**config.mk**
```make
export PLATFORM = sky130hd
export DESIGN_NAME = pcm_serial_link
export DESIGN_NICKNAME = d
export VERILOG_FILES = /design/src/rtl/pcm_serial_link.sv
export SDC_FILE = /design/constraint.sdc
export NUM_CORES = 1
export LEC_CHECK = 0
export BUFFER_PORTS_ARGS = -buffer_cell sky130_fd_sc_hd__buf_2
export CAP_MARGIN = 20
export CORE_MARGIN = 2
export CORE_UTILIZATION = 30
export DETAILED_ROUTE_END_ITERATION = 8
export PLACE_DENSITY = 0.6
export REMOVE_ABC_BUFFERS = 1
export SYNTH_ARGS = -nofsm -noshare
export SYNTH_HDL_FRONTEND = slang
export SYNTH_SLANG_ARGS = --single-unit
```
**constraint.sdc**
```tcl
create_clock -name clk -period 1.3 [get_ports clk]
set_input_delay 0.26 -clock clk [delete_from_list [all_inputs] [get_ports clk]]
set_output_delay 0.26 -clock clk [all_outputs]
set_load 0.01 [all_outputs]
```
**src/rtl/pcm_serial_link.sv**
```systemverilog
module pcm_serial_link #(
  parameter int WORD_W       = 4,
  parameter int CLKS_PER_BIT = 4
) (
  input  logic              clk,
  input  logic              rst_n,
  input  logic [WORD_W-1:0] adc_word,
  output logic              tx_bit,
  output logic              word_sync,
  input  logic              rx_bit,
  output logic [WORD_W-1:0] dac_word
);

  localparam int PW = (CLKS_PER_BIT > 1) ? $clog2(CLKS_PER_BIT) : 1;
  localparam int IW = (WORD_W > 1) ? $clog2(WORD_W) : 1;
  localparam logic [PW-1:0] PRE_LAST = PW'(CLKS_PER_BIT - 1);
  localparam logic [IW-1:0] IDX_LAST = IW'(WORD_W - 1);

  logic [PW-1:0]     pre_q;
  logic [IW-1:0]     idx_q;
  logic [WORD_W-1:0] cap_q;
  logic [WORD_W-1:0] rx_sh_q;
  logic [WORD_W-1:0] dac_q;
  logic [WORD_W-1:0] rx_next;
  logic [IW-1:0]     sel;
  logic              bit_tick;
  logic              word_end;

  assign bit_tick  = (pre_q == PRE_LAST);
  assign word_end  = bit_tick && (idx_q == IDX_LAST);
  assign word_sync = word_end & rst_n;
  assign rx_next   = {rx_sh_q[WORD_W-2:0], rx_bit};
  assign sel       = IDX_LAST - idx_q;
  assign tx_bit    = cap_q[sel];
  assign dac_word  = dac_q;

  always_ff @(posedge clk or negedge rst_n) begin
    if (!rst_n) begin
      pre_q   <= PRE_LAST;
      idx_q   <= IDX_LAST;
      cap_q   <= '1;
      rx_sh_q <= '1;
      dac_q   <= '1;
    end else begin
      pre_q <= bit_tick ? '0 : pre_q + 1'b1;
      if (bit_tick) begin
        idx_q   <= (idx_q == IDX_LAST) ? '0 : idx_q + 1'b1;
        rx_sh_q <= rx_next;
      end
      if (word_end) begin
        cap_q <= adc_word;
        dac_q <= rx_next;
      end
    end
  end

  p_sync_single_r2: assert property (@(posedge clk) disable iff (!rst_n)
    word_sync |=> !word_sync);

  p_tx_hold_r3: assert property (@(posedge clk) disable iff (!rst_n)
    !bit_tick |=> $stable(tx_bit));

  p_capture_msb_r4: assert property (@(posedge clk) disable iff (!rst_n)
    word_sync |=> tx_bit == $past(adc_word[WORD_W-1]));

  p_dac_hold_r5: assert property (@(posedge clk) disable iff (!rst_n)
    !word_sync |=> $stable(dac_word));

  p_last_bit_lsb_r7: assert property (@(posedge clk) disable iff (!rst_n)
    word_sync |=> dac_word[0] == $past(rx_bit));

endmodule

```
# Word-level counts from Yosys, hierarchy flattened
# Cells that the tools add are included.
[totals]
out_inout_bits = 6
regBits = 15
word_cells = 17
in_bits = 7
[op_classes]
n_bitwise = 1
eq_ne = 2
addsub = 3
reduce_logical = 1
n_lt_le_gt_ge = 1
n_mux = 4
[ops]
columns = ["operator", "count"]
rows = [
  ["$add 2x1->2 const B", 2],
  ["$eq 2x2->1 const B", 2],
  ["$mux 2", 2],
  ["$lt 2x3->1 const B", 1],
  ["$bmux 1 s2", 1],
  ["$sub 2x2->2 const A", 1],
  ["$and 1x1->1", 1],
  ["$logic_and 1x1->1", 1],
  ["$mux 1", 1],
]

# Longest topological paths before layout
[depth]
ltp_word = 3
depth_mapped = 4
ltp_nobuf = 3

# Worst setup path after synthesis
# Ideal clock, no wire load.
[synth_timing]
path_type = "register -> output"
startpoint = "register idx_q[0]"
endpoint = "output tx_bit"
path_stages_with_launch = 2
required_time_ns = 1.040
path_slack_ns = -0.026
path_buffers = 0
arrival_ns = 1.066
path_cell_list = "dfstp_2 > mux4_2"
[synth_between]
elab_chain_cells = 3
[synth_rtl]
columns = ["element", "line", "source"]
rows = [
  ["from (decl)", "20", "logic [IW-1:0] idx_q;"],
  ["from (signal assigned)", "47", "idx_q <= (idx_q == IDX_LAST) ? '0 : idx_q + 1'b1;"],
  ["$sub 2x2->2", "33", "assign sel = IDX_LAST - idx_q;"],
  ["$bmux 1 s2", "34", "assign tx_bit = cap_q[sel];"],
  ["$mux 1 (not written as such)", "34", ""],
  ["to (decl)", "8", "output logic tx_bit,"],
]
# Every way passes these cells. The select of a mux whose other input is x is not followed.

# Worst setup path after layout
# Same ends and word-level chain as after synthesis.

==> results.cfg <==
[global_route]
grt_pass1_wl_um = 1750
overflow = 0
grt_pass1_vias = 395
grtUsageTotal = 0.0950
antenna_found_initial = 0
grt_max_degree = 16

[floorplan]
io_pins = 13
die_h_um = 50.8
core-area_um2 = 2000
die-width_um = 50.8
row_count = 16
die-area_um2 = 2580
start_util = 0.328

[sta]
min_period_ns = 1.72
slew_headroom = 0.879
finalClockSkew_ns = 0.00663
worst_pin_slew_ns = 0.181
setup_viol = 10
hold_violations = 0
slew_viol_final = 0
fin_crit_sh = 1.32
rsz0062_at_grt = true
setup_ws_ns = -0.416
max_freq_ghz = 0.583

[cts]
h-tree-depth = 1
cts_inserted_buffers = 3
clockBufferDepth = 2
clock_latency_ns = 0.29
cts_tree = done
cts.sinks = 15
clkTransAtPathRegs_ns = 0.09
cts_root_buf = clkbuf_4
ctsHoldBuffers = 0

[power_and_ir_drop]
p_int_uw = 653
power_uw = 831
p_clk_frac = 0.318
p_comb_frac = 0.070
powerDensity_nw_per_um2 = 947
power_leakage_uw = 0.000391
netSwitchingFraction = 0.213
p_seq_frac = 0.612
p_switching_uw = 177
ir_drop_uv = 352

[yosys]
synthArstFlopShare = 1.00
ys.flop_type = dfstp_2
ys_seq_area_frac = 0.601
synth.most_common_cell = dfstp_2
synth_seq_cells = 15
synth_area_um2 = 656
ys_types = 11
yosys-top-cells-count = 15 x dfstp_2, 8 x mux2_4, 4 x mux2_2, 2 x ha_1
synth_edf_count = 0
synthTopCellsByArea = dfstp_2 60%, mux2_4 18%, mux2_2 6.9%, ha_1 3.8%, mux4_2 3.4%
synth_top_area_share = 0.601
ys_warn_count = 0
avgSynthCellArea_um2 = 18.2
yosysTopAreaCell = dfstp_2
syn-instance-count = 36

[detailed_routing]
vias = 380
drtIter0Drc = 0
drc_errors = 0
wirelength_um = 984
wire_per_inst_um = 11.4
ant_nets = 0
drtPass1Iterations = 1
via_per_inst = 4.42

[placement]
globalplace.congestion = 0.708
portBuffers = 12
dp_hpwl_um = 687

[min_path]
min_path_type = input pin to async pin

[finish]
final_util = 0.438
area_growth_pct = 33.8
diodes = 0
nets = 69
drive_above_1_share = 0.932

[setup_path]
critPathBufInv = 1
worstPathMaxFanout = 2
crit_chain = mux4_2 > buf_2
r2r_start = idx_q[0]
critPathArrivalTime_ns = 1.46
endpoint_kind = primary output
slowest_stage = dfstp_2
startpoint_type = register
rr_endpoint = dac_word[1]
crit_type = register to primary output
cp.required_ns = 1.04
max_stage_delay_ns = 0.55
reg2reg_depth = 6
reg2reg_slack_ns = -0.14
critPathTopFamily = flip-flops

[run]
drv_cap = 0

[run_status]
violations = negative setup slack
status = finished, violations left
layer usage:
metal | GRT usage | share of wire
met1 | 0.113 | 0.44
met2 | 0.147 | 0.49
met3 | 0.0357 | 0.049
met4 | 0.0541 | 0.023
met5 | 0 | 0
through the flow:
stage                     instances  TNS (ns)  hold WS, ns  worst slack (ns)  area [µm²]
after floorplan                  35    -0.751        0.112           -0.0837         644
after global placement           77    -0.248        0.447            -0.130         761
after detailed placement         77    -0.494        0.449            -0.135         761
after CTS                        84     -1.16        0.140            -0.425         858
after global routing             86     -2.29        0.143            -0.462         877
final                            86     -1.83        0.122            -0.416         877
state kept, by name, summed over array words and instances, names as in the netlist:
| name | flops |
|---|---|
| idx_q | 2 |
| dac_word | 4 |
| cap_q | 4 |
| rx_sh_q | 3 |
| pre_q | 2 |
area by class of cell:
cell class | instances | area [µm²]
clock buffer | 4 | 26.3
fill | 191 | 1120
multi-input combinational | 20 | 289
sequential | 15 | 394
tap | 27 | 33.8
timing repair buffer | 20 | 134
worst max path at each step:
| stage | to | slack, ns | cells after the start | startpoint |
|---|---|---|---|---|
| global placement | tx_bit | -0.13 | 2 | idx_q[0] |
| global route | tx_bit | -0.46 | 2 | idx_q[0] |
| detailed placement | tx_bit | -0.14 | 2 | idx_q[0] |
| CTS | tx_bit | -0.43 | 2 | idx_q[0] |
| finish | tx_bit | -0.42 | 2 | idx_q[0] |
| floorplan | cap_q[0] | -0.08 | 3 | pre_q[0] |
worst reg2reg max path, delay by kind of cell (launching register included):
kind,cells,cell delay [ns]
buffers and inverters,3,0.30
DFF,1,0.55
adders and majority gates,1,0.13
muxes,1,0.30
and+or+nand+nor,1,0.08
cells by family (layout without fill, tap and decap cells):
kind of cell,after synthesis,count (layout),share of synthesized area
adder cells (fa/ha/maj),2,2,0.0382
buffers and inverters,1,24,0.0172
multiplexers,14,14,0.302
flip-flops,15,15,0.601
AND/OR/NAND/NOR,4,4,0.0420
placed cells by master (no fill, tap or decap), drive strengths merged:
cell    count
mux4        1
and3        1
nor2        1
clkbuf      4
buf        20
mux2i       1
nand2b      1
ha          2
mux2       12
nand2       1
dfstp      15
power by group through the flow:
stage | combinational, µW | sequential [µW] | clock, µW
5_1_grt | 65.3 | 511 | 303
3_3_place_gp | 58.8 | 515 | 0
2_1_floorplan | 26.4 | 516 | 0
4_1_cts | 60.1 | 508 | 273
6_report | 58.1 | 508 | 264
3_5_place_dp | 59.9 | 515 | 0
timing repair:
| action | CTS | global route |
|---|---|---|
| setup endpoints to repair | 14 | 13 |
| pin swaps | 2 | 3 |
| gates resized for setup | 8 | 2 |
| buffers inserted | 3 | 3 |
Note: power is estimated with default switching activity, not from simulation.
